--- src/rtl/tedr_pkg.sv ---
// Shared types for the timing-error detection and replay controller.
// Assumes a single clock whose high phase forms the detection window.
package tedr_pkg;
    // Pipeline flow state: running, or the single flush cycle.
    typedef enum logic {ST_RUN, ST_FLUSH} flow_e;
    // Replay classification of the most recent fault.
    typedef enum logic [1:0] {RP_NONE, RP_FAST, RP_SLOW} rpl_e;
endpackage

--- src/rtl/tedr_dsreg.sv ---
// Double-sampling stage register. The main flop loads on the rising edge.
// A shadow flop reloads the same input on the falling edge. If the two differ
// and the window was armed (valid instruction, pipeline running), 'fault' is
// high from that falling edge until the next rising edge consumes it.
// Assumes 'chk_en' comes from rising-edge flops, so it is stable at the fall.
module tedr_dsreg #(
    parameter int DW = 8
) (
    input  logic          clk,
    input  logic          rst_n,
    input  logic          chk_en,
    input  logic [DW-1:0] d,
    output logic [DW-1:0] q,
    output logic          fault
);
    logic [DW-1:0] shadow_q;
    logic          armed_q;

    // Main capture at the rising edge.
    always_ff @(posedge clk) begin
        if (!rst_n) q <= '0;
        else        q <= d;
    end

    // Late capture and window arming at the falling edge.
    always_ff @(negedge clk) begin
        if (!rst_n) begin
            shadow_q <= '0;
            armed_q  <= 1'b0;
        end else begin
            shadow_q <= d;
            armed_q  <= chk_en;
        end
    end

    assign fault = armed_q && (shadow_q != q);

    // An unarmed window never reports a fault.
    assert_idle_quiet_R10: assert property (@(posedge clk) disable iff (!rst_n)
        !chk_en |-> !fault);
endmodule

--- src/rtl/tedr_tokpipe.sv ---
// Instruction token pipeline: one valid bit and one instruction number per
// stage, shifting one stage per cycle. A kill request discards the tokens in
// stages 0..kill_upto as they move; older tokens move on untouched.
// Assumes NSTG >= 2.
module tedr_tokpipe #(
    parameter int NSTG = 4,
    parameter int PCW  = 8,
    parameter int SW   = 2
) (
    input  logic                clk,
    input  logic                rst_n,
    input  logic                issue_en,
    input  logic [PCW-1:0]      issue_pc,
    input  logic                kill_en,
    input  logic [SW-1:0]       kill_upto,
    output logic [NSTG-1:0]     tok_v,
    output logic [NSTG*PCW-1:0] tok_pc
);
    for (genvar g = 0; g < NSTG; g++) begin : g_stage
        if (g == 0) begin : g_head
            // Load a newly issued instruction into stage 0.
            always_ff @(posedge clk) begin
                if (!rst_n) begin
                    tok_v[0]        <= 1'b0;
                    tok_pc[PCW-1:0] <= '0;
                end else begin
                    tok_v[0]        <= issue_en;
                    tok_pc[PCW-1:0] <= issue_pc;
                end
            end
        end else begin : g_body
            localparam logic [SW-1:0] PREV = SW'(g - 1);
            // Advance the token from the stage before, dropping it if killed.
            always_ff @(posedge clk) begin
                if (!rst_n) begin
                    tok_v[g]                <= 1'b0;
                    tok_pc[g*PCW +: PCW]    <= '0;
                end else begin
                    tok_v[g]                <= tok_v[g-1] && !(kill_en && (PREV <= kill_upto));
                    tok_pc[g*PCW +: PCW]    <= tok_pc[(g-1)*PCW +: PCW];
                end
            end
        end
    end
endmodule

--- src/rtl/tedr_ctrl.sv ---
// Recovery controller. It picks the oldest faulting stage (the replica input
// counts as the last stage), starts a one-cycle flush, reloads the fetch point
// with the failing instruction, gates commits on a clean last-stage window and
// classifies faults as transient or persistent for the replay rate.
// Assumes fault inputs are valid at the rising edge after their window closed.
module tedr_ctrl
    import tedr_pkg::*;
#(
    parameter int NSTG = 4,
    parameter int PCW  = 8,
    parameter int SW   = 2
) (
    input  logic                clk,
    input  logic                rst_n,
    input  logic [NSTG-1:0]     fault,
    input  logic                rep_err,
    input  logic [NSTG-1:0]     tok_v,
    input  logic [NSTG*PCW-1:0] tok_pc,
    output logic [NSTG-1:0]     chk_en,
    output logic                issue_en,
    output logic [PCW-1:0]      issue_pc,
    output logic                kill_en,
    output logic [SW-1:0]       kill_upto,
    output logic                flushing,
    output logic [PCW-1:0]      restart_pc,
    output logic                slow_req,
    output logic                commit_valid,
    output logic [PCW-1:0]      commit_pc
);
    localparam logic [SW-1:0] LAST = SW'(NSTG - 1);

    flow_e          state_q;
    rpl_e           mode_q, mode_eff;
    logic [PCW-1:0] fetch_q, rpl_pc_q, fail_pc, last_pc;
    logic [SW-1:0]  fail_stg;
    logic           rep_q, hit, commit_now, rpl_done, run;

    assign run = (state_q == ST_RUN);

    // Choose the oldest faulting stage; the replica input means the last one.
    always_comb begin
        fail_stg = '0;
        for (int i = 0; i < NSTG; i++) begin
            if (fault[i]) fail_stg = SW'(i);
        end
        if (rep_q) fail_stg = LAST;
    end

    assign hit        = run && ((|fault) || rep_q);
    assign fail_pc    = tok_pc[int'(fail_stg)*PCW +: PCW];
    assign last_pc    = tok_pc[(NSTG-1)*PCW +: PCW];
    assign chk_en     = tok_v & {NSTG{run}};
    assign issue_en   = !hit;
    assign issue_pc   = fetch_q;
    assign kill_en    = hit;
    assign kill_upto  = fail_stg;
    assign commit_now = tok_v[NSTG-1] && !(hit && (fail_stg == LAST));
    assign rpl_done   = commit_now && (mode_q != RP_NONE) && (last_pc == rpl_pc_q);
    assign mode_eff   = rpl_done ? RP_NONE : mode_q;
    assign flushing   = (state_q == ST_FLUSH);
    assign slow_req   = (mode_q == RP_SLOW);

    // Sample the replica fault at the end of the final stage's window.
    always_ff @(negedge clk) begin
        if (!rst_n) rep_q <= 1'b0;
        else        rep_q <= rep_err && chk_en[NSTG-1];
    end

    // Fetch point, flow state, restart point and commit report.
    always_ff @(posedge clk) begin
        if (!rst_n) begin
            state_q      <= ST_RUN;
            fetch_q      <= '0;
            restart_pc   <= '0;
            commit_valid <= 1'b0;
            commit_pc    <= '0;
        end else begin
            state_q      <= hit ? ST_FLUSH : ST_RUN;
            fetch_q      <= hit ? fail_pc : fetch_q + PCW'(1);
            if (hit) restart_pc <= fail_pc;
            commit_valid <= commit_now;
            commit_pc    <= last_pc;
        end
    end

    // Transient / persistent classification and replay-rate selection.
    always_ff @(posedge clk) begin
        if (!rst_n) begin
            mode_q   <= RP_NONE;
            rpl_pc_q <= '0;
        end else if (hit) begin
            case (mode_eff)
                RP_NONE: begin
                    mode_q   <= RP_FAST;
                    rpl_pc_q <= fail_pc;
                end
                RP_FAST: begin
                    if (fail_pc == rpl_pc_q) begin
                        mode_q <= RP_SLOW;
                    end else begin
                        mode_q   <= RP_FAST;
                        rpl_pc_q <= fail_pc;
                    end
                end
                default: mode_q <= RP_SLOW;
            endcase
        end else begin
            mode_q <= mode_eff;
        end
    end
endmodule

--- src/rtl/tedr_top.sv ---
// Timing-error detection and replay controller, top level. It wraps NSTG
// double-sampling stage registers, the instruction token pipeline and the
// recovery controller. Issue is continuous; recovery is the only stall.
// Assumes NSTG >= 2 and a stable clock whose high phase is the window.
module tedr_top #(
    parameter int NSTG = 4,
    parameter int DW   = 8,
    parameter int PCW  = 8
) (
    input  logic                clk,
    input  logic                rst_n,
    input  logic [NSTG*DW-1:0]  din,
    input  logic                rep_err,
    output logic [NSTG*DW-1:0]  dq,
    output logic                issue_valid,
    output logic [PCW-1:0]      issue_pc,
    output logic                commit_valid,
    output logic [PCW-1:0]      commit_pc,
    output logic                flushing,
    output logic [PCW-1:0]      restart_pc,
    output logic                slow_req
);
    localparam int SW = (NSTG > 1) ? $clog2(NSTG) : 1;

    logic [NSTG-1:0]     fault, chk_en, tok_v;
    logic [NSTG*PCW-1:0] tok_pc;
    logic                issue_en, kill_en;
    logic [PCW-1:0]      fetch_pc;
    logic [SW-1:0]       kill_upto;

    for (genvar g = 0; g < NSTG; g++) begin : g_reg
        tedr_dsreg #(.DW(DW)) u_reg (
            .clk    (clk),
            .rst_n  (rst_n),
            .chk_en (chk_en[g]),
            .d      (din[g*DW +: DW]),
            .q      (dq[g*DW +: DW]),
            .fault  (fault[g])
        );
    end

    tedr_tokpipe #(.NSTG(NSTG), .PCW(PCW), .SW(SW)) u_pipe (
        .clk       (clk),
        .rst_n     (rst_n),
        .issue_en  (issue_en),
        .issue_pc  (fetch_pc),
        .kill_en   (kill_en),
        .kill_upto (kill_upto),
        .tok_v     (tok_v),
        .tok_pc    (tok_pc)
    );

    tedr_ctrl #(.NSTG(NSTG), .PCW(PCW), .SW(SW)) u_ctrl (
        .clk          (clk),
        .rst_n        (rst_n),
        .fault        (fault),
        .rep_err      (rep_err),
        .tok_v        (tok_v),
        .tok_pc       (tok_pc),
        .chk_en       (chk_en),
        .issue_en     (issue_en),
        .issue_pc     (fetch_pc),
        .kill_en      (kill_en),
        .kill_upto    (kill_upto),
        .flushing     (flushing),
        .restart_pc   (restart_pc),
        .slow_req     (slow_req),
        .commit_valid (commit_valid),
        .commit_pc    (commit_pc)
    );

    assign issue_valid = tok_v[0];
    assign issue_pc    = tok_pc[PCW-1:0];

    // The flush cycle is a bubble at the head of the pipeline.
    assert_flush_bubble_R2: assert property (@(posedge clk) disable iff (!rst_n)
        flushing |-> !issue_valid);

    // The instruction issued right after the flush is the restart point.
    assert_restart_issue_R3: assert property (@(posedge clk) disable iff (!rst_n)
        flushing |=> (issue_valid && (issue_pc == restart_pc)));

    // Back-to-back commits are consecutive instruction numbers.
    assert_commit_order_R4: assert property (@(posedge clk) disable iff (!rst_n)
        (commit_valid && $past(commit_valid)) |-> (commit_pc == $past(commit_pc) + PCW'(1)));

    // The reduced rate is released only together with a commit.
    assert_slow_release_R8: assert property (@(posedge clk) disable iff (!rst_n)
        $fell(slow_req) |-> commit_valid);
endmodule

--- config.mk ---
export PLATFORM = sky130hd
export DESIGN_NAME = tedr_top
export DESIGN_NICKNAME = d
export VERILOG_FILES = /design/src/rtl/tedr_pkg.sv /design/src/rtl/tedr_dsreg.sv /design/src/rtl/tedr_tokpipe.sv /design/src/rtl/tedr_ctrl.sv /design/src/rtl/tedr_top.sv
export SDC_FILE = /design/constraint.sdc
export NUM_CORES = 1
export LEC_CHECK = 0
export CAP_MARGIN = 30
export CELL_PAD_IN_SITES_DETAIL_PLACEMENT = 0
export CELL_PAD_IN_SITES_GLOBAL_PLACEMENT = 1
export CORE_ASPECT_RATIO = 1.75
export CORE_MARGIN = 2
export CORE_UTILIZATION = 40
export DETAILED_ROUTE_END_ITERATION = 7
export PLACE_DENSITY_LB_ADDON = 0.12
export SYNTH_ARGS = -nofsm -noshare
export SYNTH_HDL_FRONTEND = slang
export SYNTH_SLANG_ARGS = --single-unit
--- constraint.sdc ---
create_clock -name clk -period 2.3 [get_ports clk]
set_input_delay 0.46 -clock clk [delete_from_list [all_inputs] [get_ports clk]]
set_output_delay 0.46 -clock clk [all_outputs]
set_load 0.1 [all_outputs]
* After elaboration in Yosys (flattened, before gate mapping)
Cells that the tools add are included.
Cells by class: add/sub/neg operators 1, bitwise gates (word level) 2, eq/ne operators 10, $lt $le $gt $ge 3, reductions and logical operators 27, shifts and indexed selects 1, muxes and demuxes 16
Operator list (count):
- 8-bit 2-to-1 mux | 6
- 8-bit != test | 4
- 32-bit by 6-bit variable part select with 8-bit output | 1
- 8-bit equality test | 2
- 1-bit logical AND | 16
- 8-bit case mux with 2 select lines | 1
- 2-bit 2-to-1 mux | 6
- 8-bit by 1-bit adder with 8-bit output, second input constant | 1
- 1-bit logical NOT | 5
- 4-bit bitwise AND | 1
- 2-bit equality test, second input constant | 2
- 1-bit by 2-bit <= comparator with 1-bit output, first input constant | 2
- 2-bit case mux with 2 select lines | 1
- 2-bit nonzero test | 2
- 4-bit OR reduction | 1
- 3-bit AND reduction | 1
- 2-bit by 1-bit equality test with 1-bit output, second input constant | 1
- 2-bit <= comparator, first input constant | 1
- 2-bit logical NOT | 1
- 1-bit 2-to-1 mux | 2
- 2-bit != test, second input constant | 1
- 1-bit logical OR | 1
- 1-bit inverter | 1
Word-level totals: word-level logic and storage cells 88, input bits 35, register bits after elaboration 141, output and inout port bits 60

* Longest topological paths before layout
word-level depth 16, depth in mapped cells 10, mapped depth without buffers 8

* By module
From an unflattened synthesis, not the netlist that was laid out.
Unflattened totals: cells, all modules 445, area, all modules 4842.1 µm²
Modules (own cells, without submodules):
- tedr_dsreg | times used 4, area an instance 490.5 µm², seq. area each 340.3 µm², cells an instance 38
- tedr_ctrl | times used 1, area an instance 1904.3 µm², seq. area each 740.7 µm², cells an instance 215
- tedr_tokpipe | times used 1, area an instance 975.9 µm², seq. area each 720.7 µm², cells an instance 78

==> flow_metrics.env <==
export IMPL_routed_wl_um=12860
export IMPL_worst_slack_ps=-1054
export IMPL_die_area_mm2=0.01355
export IMPL_layout_cells_non_filler=833
export IMPL_power_switching_share=0.3021
export IMPL_hold_buffers=0
export IMPL_regArea_mm2=0.002829
export IMPL_fill_cells=1052
export IMPL_worstSetupPathType="reg2reg"
export IMPL_worst_path_max_fanout=5
export IMPL_whs_ps=453.5
export IMPL_die_x_um=88.86
export IMPL_slew_viol_final=0
export IMPL_worst_pin_slew_ps=595.4
export IMPL_p_leak_nw=3.408
export IMPL_antenna_left=0
export IMPL_multi_input_area_mm2=0.002411
export IMPL_grt_max_degree=61
export IMPL_setup_viol=32
export IMPL_r2r_end="u_ctrl.rpl_pc_q[4]"
export IMPL_grt_pass1_wl_um=20090
export IMPL_io_pins=95
export IMPL_area_growth_pct=48.67
export IMPL_clkSinkCount=141
export IMPL_r2r_cells=9
export IMPL_min_path_cells=2
export IMPL_numCtsBuffers=17
export IMPL_cts_tree="done"
export IMPL_num_nets_final=688
export IMPL_synth_edf_count=0
export IMPL_portBuffers=94
export IMPL_drt_first_pass_iters=4
export IMPL_cp_arrival_ps=3700
export IMPL_h_tree_depth=4
export IMPL_ys_async_sr_fraction=0
export IMPL_hold_path_class="reg2reg"
export IMPL_syn_cell_area_mm2=0.005041
export IMPL_die_y_um=152.5
export IMPL_outcome="finished, violations left"
export IMPL_cts_buffer_depth=2
export IMPL_dp_hpwl_um=9280
export IMPL_antenna_diode_count=0
export IMPL_seqPwrFrac=0.391
export IMPL_crit_required_ps=2640
export IMPL_drt_initial_drc_count=111
export IMPL_syn_inst=486
export IMPL_irDropWorstVdd_mv=0.6047
export IMPL_clock_latency_ps=450
export IMPL_r2r_start="g_reg[1].u_reg.shadow_q[0]"
export IMPL_finalHoldViolCount=0
export IMPL_cell_internal_pwr_mw=4.722
export IMPL_synth_seq_area_share=0.5599
export IMPL_worst_setup_path_end_kind="flop"
export IMPL_path_clk_slew_ps=60
export IMPL_clockRootBuffer="clkbuf_16"
export IMPL_cap_viol_max_count=0
export IMPL_core_area_mm2=0.01236
export IMPL_critPathLaunchType="flop"
export IMPL_p_per_area_mw_per_mm2=902.7
export IMPL_dpl_cell_count=751
export IMPL_yosysUniqueCellTypes=38
export IMPL_num_vias=3957
export IMPL_min_to="u_pipe.tok_v[2]"
export IMPL_p_switching_mw=2.044
export IMPL_drive_gt1_frac=0.3068
export IMPL_power_clock_fraction=0.453
export IMPL_violations="setup timing"
export IMPL_grt_ovfl_total=0
export IMPL_finalWeightedCongestion=0.8488
export IMPL_power_frac_comb=0.156
export IMPL_core_rowCount=54
export IMPL_synth_warnings=0
export IMPL_rsz0062_at_grt="true"
export IMPL_first_global_vias=4065
export IMPL_worstHoldStart="u_pipe.tok_v[1]"
export IMPL_synth_seq_cells=141
export IMPL_syn_nets=522
export IMPL_drc_errors=0
export IMPL_post_route_util=0.6062
export IMPL_fin_skew_ps=37.60
export IMPL_wire_per_inst_um=15.44
export IMPL_fin_tns_setup_ps=-28190
export IMPL_antenna_found_initial=0
export IMPL_initial_utilization=0.4077
export IMPL_relSlewSlack=0.6031
export IMPL_viasPerCell=4.750
export IMPL_rrSetupSlack_ps=-1050
export IMPL_synth_flop_cell="dfxtp_1"
export IMPL_track_usage=0.1977
export IMPL_syn_avg_cell_area_um2=10.37
[worst max path at each step]
stage | slack (ps) | start | cells past startpoint | to
after floorplan | -830 | g_reg[1].u_reg.shadow_q[0] | 9 | u_ctrl.rpl_pc_q[1]
after global placement | -1080 | g_reg[1].u_reg.shadow_q[7] | 9 | u_ctrl.rpl_pc_q[4]
after detailed placement | -1130 | g_reg[1].u_reg.shadow_q[4] | 9 | u_ctrl.rpl_pc_q[5]
after CTS | -1030 | g_reg[1].u_reg.shadow_q[7] | 9 | u_ctrl.rpl_pc_q[4]
after global routing | -1160 | g_reg[1].u_reg.shadow_q[6] | 9 | u_ctrl.rpl_pc_q[5]
final | -1050 | g_reg[1].u_reg.shadow_q[0] | 9 | u_ctrl.rpl_pc_q[4]
[cell usage after synthesis (2+ instances only)]
library cell,number,share of area
nand4_1,10,0.012
and3_1,4,0.0050
o21ai_0,20,0.020
xor2_1,28,0.049
dfxtp_1,141,0.56
xnor2_1,38,0.066
nand2_1,32,0.024
nor3_1,3,0.0030
o21ai_1,2,0.0020
a221oi_1,8,0.014
nor4_1,4,0.0050
a21o_1,4,0.0060
nand3_1,11,0.011
o31ai_1,6,0.0089
and2_1,81,0.10
inv_1,7,0.0052
mux2i_1,11,0.022
clkbuf_1,21,0.016
a211oi_1,3,0.0045
nor2_1,21,0.016
a21oi_1,4,0.0040
buf_4,11,0.016
[cell families after synthesis]
kind of cell,synth area share
simple gates,0.1849
flops,0.5599
xor+xnor,0.1147
compound gates,0.07670
buf+inv,0.03947
mux,0.02184
fa+ha+maj,0.002482
[power groups by stage]
stage                     clock, mW  sequential (mW)  combinational (mW)
after floorplan               0.101             2.94               0.391
after global placement        0.101             2.69               0.912
after detailed placement      0.101             2.69               0.915
after CTS                      3.12             2.64                1.00
after global routing           3.30             2.65                1.11
final                          3.06             2.65                1.06
[flip-flops by register name, summed over array words and instances (netlist names)]
register,flops
u_ctrl.rpl_pc_q,8
g.u_reg.armed_q,4
u_ctrl.commit_valid,1
u_ctrl.flushing,1
g.u_reg.shadow_q,32
g.u_reg.q,32
u_ctrl.commit_pc,8
u_pipe.tok_pc,32
u_ctrl.issue_pc,8
u_ctrl.restart_pc,8
u_pipe.tok_v,4
u_ctrl.rep_q,1
u_ctrl.mode_q,2
[placed cells by master, fill, tap and decap left out, types with 2 or more instances in the layout]
cell type,synthesis,layout
inv_8,0,5
buf_6,1,7
and3_1,4,4
buf_4,11,96
o21ai_2,0,7
nand3_2,0,5
dfxtp_1,141,136
clkbuf_16,0,19
mux2i_4,0,3
dfxtp_2,0,5
nand3_1,11,6
nor4_1,4,2
xor2_1,28,28
o31ai_4,0,6
o21ai_1,2,8
a221oi_1,8,3
o21ai_4,0,3
and2_1,81,77
clkdlybuf4s50_1,0,33
a21oi_1,4,4
xnor2_1,38,36
a21o_1,4,3
nand4_1,10,10
nor2_1,21,20
buf_12,0,6
inv_1,7,42
a221oi_2,0,4
nand2_1,32,26
and2_4,0,4
buf_2,0,2
nor4_2,0,2
a21boi_4,0,2
a211oi_2,0,2
o21ai_0,20,4
mux2i_1,11,8
xnor2_2,0,2
inv_6,0,3
nor3_1,3,2
nand2_2,0,4
[per-stage QoR]
| stage | instance area, um2 | setup WS [ps] | power (mW) |
|---|---|---|---|
| 2_1_floorplan | 5184 | -831.5 | 3.434 |
| 6_report | 7495 | -1054 | 6.766 |
| 5_1_grt | 7495 | -1156 | 7.057 |
| 3_3_place_gp | 6281 | -1084 | 3.701 |
| 4_1_cts | 7330 | -1032 | 6.764 |
| 3_5_place_dp | 6281 | -1128 | 3.705 |
[area by class of cell]
class,instances,share of cell area
clock inverter,49,0.03740
timing repair buffer,144,0.1681
multi-input combinational,305,0.3217
sequential,141,0.3775
tap,168,0.02805
clock buffer,20,0.06394
inverter,6,0.003339
[metal layers]
metal	routed length, um	vias to the layer above	track usage	share of wire
li1	-	1932	-	-
met1	4624	1899	0.2031	0.36
met2	7162	97	0.3404	0.56
met3	423	29	0.05255	0.033
met4	648	0	0.1263	0.050
met5	0	-	0	0
[critical path, cell delays in order, from the launching register on]
cell and delay [ps]:
dfxtp_1 320, xnor2_1 120, nand4_1 180, o21ai_2 190
buf_6 160, mux2i_4 270, a311oi_2 140, o311ai_2 290
buf_4 250, mux2i_1 190
[what timing repair did]
action,4_1_cts,5_1_grt
pin swaps,18,11
resized for setup,50,21
buffers inserted,7,6
setup endpoints to repair,32,32
gates cloned,1,0
Note: power is estimated with default switching activity, not from simulation.
